File: src/rtl/tcf_pkg.sv
package tcf_pkg;

  typedef enum logic [1:0] {
    MODE_BYPASS = 2'b00,
    MODE_STREAM = 2'b01,
    MODE_TRIG   = 2'b10,
    MODE_RSVD   = 2'b11
  } mode_e;

  // Strobes from control to the storage datapath
  typedef struct packed {
    logic clear;     // reset both pointers
    logic write;     // store sample at write pointer, advance it
    logic advRead;   // advance read pointer (pop or overwrite of oldest)
    logic markTrig;  // stored entry is a trigger sample
  } strobe_t;

endpackage

File: src/rtl/tcf_ctrl.sv
module tcf_ctrl
  import tcf_pkg::*;
#(
  parameter int DEPTH = 32,
  parameter int CNT_W = $clog2(DEPTH + 1)
) (
  input  logic             clk,
  input  logic             rstN,
  input  logic [1:0]       mode,
  input  logic             sampleValid,
  input  logic             trigIn,
  input  logic             popReq,
  output strobe_t          stb,
  output logic [CNT_W-1:0] count,
  output logic             overrun,
  output logic             frozen
);

  localparam logic [CNT_W-1:0] FULL_CNT = CNT_W'(DEPTH);
  localparam logic [CNT_W-1:0] LAST_CNT = CNT_W'(DEPTH - 1);

  logic isBypass, trigMode, full;
  logic doPush, doPop, fillNow, trigSample, armPost, freezeNow;
  logic postPending;
  logic [CNT_W-1:0] countNext;

  always_comb begin
    isBypass   = (mode == MODE_BYPASS) || (mode == MODE_RSVD);
    trigMode   = (mode == MODE_TRIG);
    full       = (count == FULL_CNT);
    doPush     = sampleValid && !isBypass && !frozen;
    doPop      = popReq && !isBypass && (count != '0);
    fillNow    = doPush && !doPop && (count == LAST_CNT);
    trigSample = doPush && trigMode && trigIn;
    armPost    = trigSample && full && !postPending;
    freezeNow  = (postPending && doPush && trigMode) || (trigSample && fillNow);

    if (full && doPush) countNext = FULL_CNT;
    else countNext = CNT_W'(count + CNT_W'(doPush) - CNT_W'(doPop));

    stb.clear    = isBypass;
    stb.write    = doPush;
    stb.advRead  = doPop || (doPush && full);
    stb.markTrig = trigSample;
  end

  always_ff @(posedge clk) begin
    if (!rstN || isBypass) begin
      count       <= '0;
      overrun     <= 1'b0;
      frozen      <= 1'b0;
      postPending <= 1'b0;
    end else begin
      count       <= countNext;
      overrun     <= overrun || (countNext == FULL_CNT);
      frozen      <= frozen || freezeNow;
      postPending <= trigMode && !frozen && !freezeNow && (postPending || armPost);
    end
  end

endmodule

File: src/rtl/tcf_store.sv
module tcf_store
  import tcf_pkg::*;
#(
  parameter int DEPTH  = 32,
  parameter int DATA_W = 16
) (
  input  logic              clk,
  input  logic              rstN,
  input  strobe_t           stb,
  input  logic [DATA_W-1:0] wrData,
  output logic [DATA_W-1:0] rdData,
  output logic              rdIsTrig
);

  localparam int PTR_W = (DEPTH > 1) ? $clog2(DEPTH) : 1;
  localparam logic [PTR_W-1:0] LAST_PTR = PTR_W'(DEPTH - 1);

  logic [DATA_W:0]  mem [DEPTH];
  logic [PTR_W-1:0] wrPtr, rdPtr, wrPtrInc, rdPtrInc;

  generate
    if ((DEPTH & (DEPTH - 1)) == 0) begin : g_pow2
      assign wrPtrInc = wrPtr + PTR_W'(1);
      assign rdPtrInc = rdPtr + PTR_W'(1);
    end else begin : g_wrap
      assign wrPtrInc = (wrPtr == LAST_PTR) ? '0 : wrPtr + PTR_W'(1);
      assign rdPtrInc = (rdPtr == LAST_PTR) ? '0 : rdPtr + PTR_W'(1);
    end
  endgenerate

  always_ff @(posedge clk) begin
    if (!rstN || stb.clear) begin
      wrPtr <= '0;
      rdPtr <= '0;
    end else begin
      if (stb.write)   wrPtr <= wrPtrInc;
      if (stb.advRead) rdPtr <= rdPtrInc;
    end
  end

  always_ff @(posedge clk) begin
    if (stb.write && !stb.clear) mem[wrPtr] <= {stb.markTrig, wrData};
  end

  assign rdData   = mem[rdPtr][DATA_W-1:0];
  assign rdIsTrig = mem[rdPtr][DATA_W];

endmodule

File: src/rtl/trig_capture_fifo.sv
module trig_capture_fifo
  import tcf_pkg::*;
#(
  parameter int DEPTH  = 32,
  parameter int DATA_W = 16,
  localparam int CNT_W = $clog2(DEPTH + 1)
) (
  input  logic              clk,
  input  logic              rstN,
  input  logic [1:0]        mode,
  input  logic              sampleValid,
  input  logic [DATA_W-1:0] sampleData,
  input  logic              trigIn,
  input  logic              popReq,
  output logic [DATA_W-1:0] rdData,
  output logic              rdIsTrig,
  output logic [CNT_W-1:0]  count,
  output logic              empty,
  output logic              overrun,
  output logic              frozen
);

  strobe_t stb;

  tcf_ctrl #(.DEPTH(DEPTH), .CNT_W(CNT_W)) u_ctrl (
    .clk(clk), .rstN(rstN), .mode(mode), .sampleValid(sampleValid),
    .trigIn(trigIn), .popReq(popReq), .stb(stb), .count(count),
    .overrun(overrun), .frozen(frozen)
  );

  tcf_store #(.DEPTH(DEPTH), .DATA_W(DATA_W)) u_store (
    .clk(clk), .rstN(rstN), .stb(stb), .wrData(sampleData),
    .rdData(rdData), .rdIsTrig(rdIsTrig)
  );

  assign empty = (count == '0);

endmodule

File: config.mk
export PLATFORM = sky130hd
export DESIGN_NAME = trig_capture_fifo
export DESIGN_NICKNAME = d
export VERILOG_FILES = /design/src/rtl/tcf_pkg.sv /design/src/rtl/tcf_ctrl.sv /design/src/rtl/tcf_store.sv /design/src/rtl/trig_capture_fifo.sv
export SDC_FILE = /design/constraint.sdc
export NUM_CORES = 1
export LEC_CHECK = 0
export BUFFER_PORTS_ARGS = -buffer_cell sky130_fd_sc_hd__buf_2
export CAP_MARGIN = 20
export CORE_MARGIN = 4
export CORE_UTILIZATION = 45
export DETAILED_ROUTE_END_ITERATION = 12
export SETUP_SLACK_MARGIN = 0.05
export SLEW_MARGIN = 10
export SYNTH_ARGS = -nofsm -noshare
export SYNTH_HDL_FRONTEND = slang
export SYNTH_HIERARCHICAL = 1
export SYNTH_SLANG_ARGS = --single-unit
File: constraint.sdc
create_clock -name clk -period 4 [get_ports clk]
set_input_delay 0.8 -clock clk [delete_from_list [all_inputs] [get_ports clk]]
set_output_delay 0.8 -clock clk [all_outputs]
set_load 0.005 [all_outputs]
Yosys cells after proc, flatten, opt, wreduce, memory -nomap -nowiden:

Memory sizes are Yosys's and may differ from the RTL's. A register that Yosys moved wholly into a read port is not among the register bits.
Cells that the tools add are included.

* memories: 1
* RAM bits: 544
* output and inout bits: 26
* register bits after elaboration: 19

* $add $sub $neg: 4
* equality and inequality tests: 5
* mux-type cells: 5
* reduce and logical (&&, ||, !) cells: 34

Memory list
* u_store.mem: words 32, width 17, rd ports 1, clocked after memory_dff 1, write ports 1, RTL line tcf_store.sv:18 `logic [DATA_W:0] mem [DEPTH];`

Operator list (number)
* $logic_and A1 B1 Y1: 18
* $eq A6 B6 Y1 const B: 2
* $add A5 B1 Y5 const B: 2
* $mux W5: 2
* $logic_or A1 B1 Y1: 7
* $add A6 B1 Y6: 1
* $eq A6 B5 Y1 const B: 1
* $logic_not A1 Y1: 6
* $logic_not A6 Y1: 1
* $mux W6: 1
* $reduce_bool A6 Y1: 1
* $sub A6 B1 Y6: 1
* $eq A2 B2 Y1 const B: 2
* $logic_not A2 Y1: 1
* $mux W1: 2

Depth between registers and ports, before layout:

* depth in word-level cells: 13
* gate-level depth with buffers: 14
* mapped depth without buffers: 14

Cells and area by module:

Netlist, hierarchy kept.

By module, submodules not included
* tcf_store: instances 1, sequential area each 16636.0 µm², cells an instance 1250, area an instance 21939.8 µm²
* tcf_ctrl: instances 1, sequential area each 180.2 µm², cells an instance 81, area an instance 699.4 µm²
* trig_capture_fifo: instances 1, sequential area each 0.0 µm², cells an instance 2, area an instance 17.5 µm²

Worst setup path after synthesis:

No wires, ideal clock.

* path kind: input -> register
* start point: in mode[0]
* end point: mem u_store/mem[29][0] (netlist bit), enable pin
* path buffers: 2
* slack: 439 ps
* setup time: 391 ps
* arrival time: 3171 ps
* stages on the path: 8
* cells stage by stage: inv_1 -> ha_1 -> nor3b_1 -> buf_4 -> clkbuf_1 -> nor2b_1 -> nand2_1 -> nor2_1

* cells in the longest elaborated chain, start to end: 8
* elaborated cells between the ends (all ways): 9
* those cells by class: 1 x eq/ne; 2 x mux; 6 x reduce/logical

RTL lines
* from (decl): RTL line trig_capture_fifo.sv:10 `input logic [1:0] mode,`
* $eq A2 B2 Y1 or $logic_not A2 Y1 (tied branches): RTL line tcf_ctrl.sv:28 `isBypass = (mode == MODE_BYPASS) || (mode == MODE_RSVD);`
* $logic_or A1 B1 Y1 (*): RTL line tcf_ctrl.sv:28
* net u_ctrl.isBypass: RTL line tcf_ctrl.sv:22 `logic isBypass, trigMode, full;`
* $logic_not A1 Y1 (*): RTL line tcf_ctrl.sv:31 `doPush = sampleValid && !isBypass && !frozen;`
* $logic_and A1 B1 Y1 (*) (2 in a row): RTL line tcf_ctrl.sv:31
* net u_ctrl.doPush: RTL line tcf_ctrl.sv:23 `logic doPush, doPop, fillNow, trigSample, armPost, freezeNow;`
* $logic_and A1 B1 Y1 (*): RTL line tcf_store.sv:42 `if (stb.write && !stb.clear) mem[wrPtr] <= {stb.markTrig, wrData};`
* $mux W1 (*): RTL line tcf_store.sv:42
* $mux W1 (implied by the code) (*): RTL line tcf_store.sv:42
* to (decl): RTL line tcf_store.sv:18

Mark *: on every way through the listed nets, which the timed path passes. The rest lies on a longest branch.

==> summary.txt <==
Outcome
  – Status: completed

Placed design
  – Number of buffers added on ports: 48
  – Pre-CTS setup slack: 398 ps
  – DP Area: 23800 um^2
  – Gpl congestion: 0.800
  – Post-DP HPWL: 30.5 mm

Yosys
  – Number of synthesized register bits: 568
  – Commonest cells post-synth: edfxtp_1, mux2i_1, a22oi_1, nor2_1, nand2_1
  – FFs w/ async S/R, synth: 0
  – Top post-synthesis cells by area: edfxtp_1, mux2i_1, a22oi_1
  – Unique masters post-synth: 43
  – Cells after Synth: 1333
  – Sequential fraction of the synthesis area: 0.742
  – Number of synthesized flops with an enable pin: 544
  – Top-count cell post-synth: edfxtp_1
  – Mapped Area: 22700 um^2
  – Area leader, netlist: edfxtp_1
  – Syn Nets: 1375
  – Synth top area share: 0.721
  – Predominant post-synthesis flop cell: edfxtp_1
  – Yosys warns: 6
  – Syn_area_per_cell: 17.0 um^2

Timing
  – Minimum clock period: 3830 ps
  – WHS: 484 ps
  – TNS Setup: 0 ps
  – Fin. Hold Viols: 0
  – Crit share post-route: 0.957
  – Final WS setup: 171 ps
  – RSZ-0062 raised after global routing: false
  – Final setup fails: 0
  – Fin. max-slew vios: 0
  – Slew HR: 0.419
  – Clock skew: 7.86 ps
  – Actual slew at the worst max-slew pin: 871 ps
  – Fmax: 261 MHz

Power
  – Leak: 7.76 nW
  – Worst VDD drop: 0.000384 V
  – Cell-internal power: 9.55 mW
  – Sw frac: 0.215
  – Seq pwr share: 0.541
  – Power share of the clock group: 0.395
  – Comb pwr share: 0.064
  – Sw power: 2.61 mW
  – Pwr dens: 477 nW/um^2

Critical path
  – Required time of the critical path: 3200 ps
  – Critical path capture point type: output port
  – Critical Path Fanout Max: 24
  – Critical path launch point type: flip-flop
  – Crit path arrival time: 3030 ps
  – Crit path kind: reg2out
  – Reg2Reg Setup Slack: 780 ps

Floorplan
  – Starting Density: 0.459
  – Core Region: 49400 um^2
  – Die width: 232 um
  – DIE HEIGHT: 232 um
  – Top-level port count: 49
  – Die ar.: 54000 um^2
  – Core Rows: 81

Global routing
  – First-pass GRT wire length: 76.9 mm
  – Met3 Use GR: 0.0335
  – Gr ovfl total: 0
  – GR Util All Layers: 0.192
  – Pin count of the biggest net entering global routing: 81
  – Met2 global-route usage: 0.311
  – Initial antenna violation count: 1
  – Vias in the first global route: 12000
  – Busiest grt layer: met2
  – Met1 Usage GRT: 0.269

Clock network
  – CTS tree: yes
  – H-tree depth: 2
  – Clock-pin slew on the worst setup and hold paths: 60 ps
  – CTS sink cnt: 568
  – Clk buf depth: 3
  – Clk_lat worst skew: 600 ps
  – CTS Root Cell: clkbuf_16
  – Number of CTS-inserted buffers: 57

Cells and area
  – NumNets Final: 1464
  – Share of cells above drive strength 1: 0.146
  – Final Util: 0.516
  – FF/Latch Area: 16800 um^2
  – Fill count: 4084
  – Multi-input logic area: 5340 um^2
  – Area grow syn2layout: 12.5%
  – Post-route cell area: 25500 um^2
  – Diode count: 0

Routing
  – Starting DRT DRC Count: 1077
  – Avg Vias per Cell: 5.59
  – DR WL/cell: 24.4 um
  – Via count: 11900
  – Antenna Nets Post-Route: 0
  – Residual DRC: 0
  – Pre-antenna DRT Iters: 5
  – Final WL: 51.9 mm

Worst hold path
  – Worst min path class: reg2reg

Job
  – Max Cap Viol: 0
==> worst max-delay path: stages (launching register included) <==
cell and delay (ps):
dfxtp_4 700, buf_4 300, mux2i_1 250, a22o_1 220, nor3_1 120, a31oi_1 390
nand3_1 230, buf_2 190
==> path summary, 6_finish.rpt <==
check,start,to,depth (start not counted)
worst max-delay path,flip-flop,rdData[4],7
worst min-delay path,u_ctrl/overrun,u_ctrl/overrun,2
worst max register to register,u_ctrl/count[2],u_ctrl/overrun,14
worst min register to register,u_ctrl/overrun,u_ctrl/overrun,2
==> cell families (layout without fill, tap and decap cells) <==
kind of cell,count (synthesis),count (layout),synth area share
flops,568,568,0.742
mux,275,275,0.121
simple gates,202,202,0.0436
compound gates,164,164,0.0510
buf+inv,94,224,0.0266
fa+ha+maj,19,19,0.0108
xor+xnor,11,11,0.00425
==> layer usage <==
layer	vias up	part of all wire
li1	5406	-
met1	6083	0.44
met2	339	0.48
met3	68	0.053
met4	2	0.028
met5	-	0.00025
==> through the flow <==
stage	cells	power [mW]
6_report	2127	12.2
5_1_grt	2127	12.6
4_1_cts	2127	12.3
3_5_place_dp	2027	7.48
3_3_place_gp	2027	7.47
2_1_floorplan	1333	7.13
==> cell usage in the layout (no fill, tap or decap), types with 4 or more instances in the layout <==
| cell type | instances |
|---|---|
| edfxtp_1 | 544 |
| mux2i_1 | 275 |
| a22oi_1 | 68 |
| clkbuf_16 | 57 |
| buf_4 | 53 |
| buf_2 | 48 |
| nand2_1 | 44 |
| nand3_1 | 38 |
| a21oi_1 | 37 |
| a22o_1 | 34 |
| nor2_2 | 30 |
| clkbuf_1 | 29 |
| dfxtp_1 | 23 |
| nand4_1 | 22 |
| nor2_1 | 20 |
| a31oi_1 | 20 |
| ha_1 | 18 |
| nor3_1 | 17 |
| inv_1 | 15 |
| buf_12 | 8 |
| xor2_1 | 7 |
| nand2b_1 | 6 |
| clkinv_1 | 5 |
| clkinv_2 | 4 |
| nand3b_1 | 4 |
| xnor2_1 | 4 |
| nor2b_1 | 4 |
==> layout make-up <==
| cell class | count | share of cell area |
|---|---|---|
| sequential | 568 | 0.660 |
| tap | 664 | 0.0326 |
| inverter | 15 | 0.00221 |
| multi-input combinational | 671 | 0.209 |
| clock inverter | 12 | 0.00339 |
| clock buffer | 88 | 0.0613 |
| timing repair buffer | 109 | 0.0313 |
==> registers in the layout, indices dropped and copies added (netlist names), named ones only <==
name,count
u_ctrl/count,6
u_ctrl/frozen,1
u_ctrl/overrun,1
u_ctrl/postPending,1
u_store/mem,544
u_store/rdPtr,5
u_store/wrPtr,5
==> what timing repair did <==
action	CTS	global route
setup buffers	0	0
gates resized for setup	0	1
setup endpoints to repair	0	1
hold buffers	0	0
==> power groups by stage <==
stage / logic, mW / clock network (mW) / registers, mW
floorplan: 0.435 / 0 / 6.69
detailed placement: 0.783 / 0 / 6.70
global route: 0.849 / 5.16 / 6.58
global placement: 0.768 / 0 / 6.70
finish: 0.779 / 4.81 / 6.57
CTS: 0.786 / 4.93 / 6.57
No activity file was read; power rests on OpenSTA's default activity.
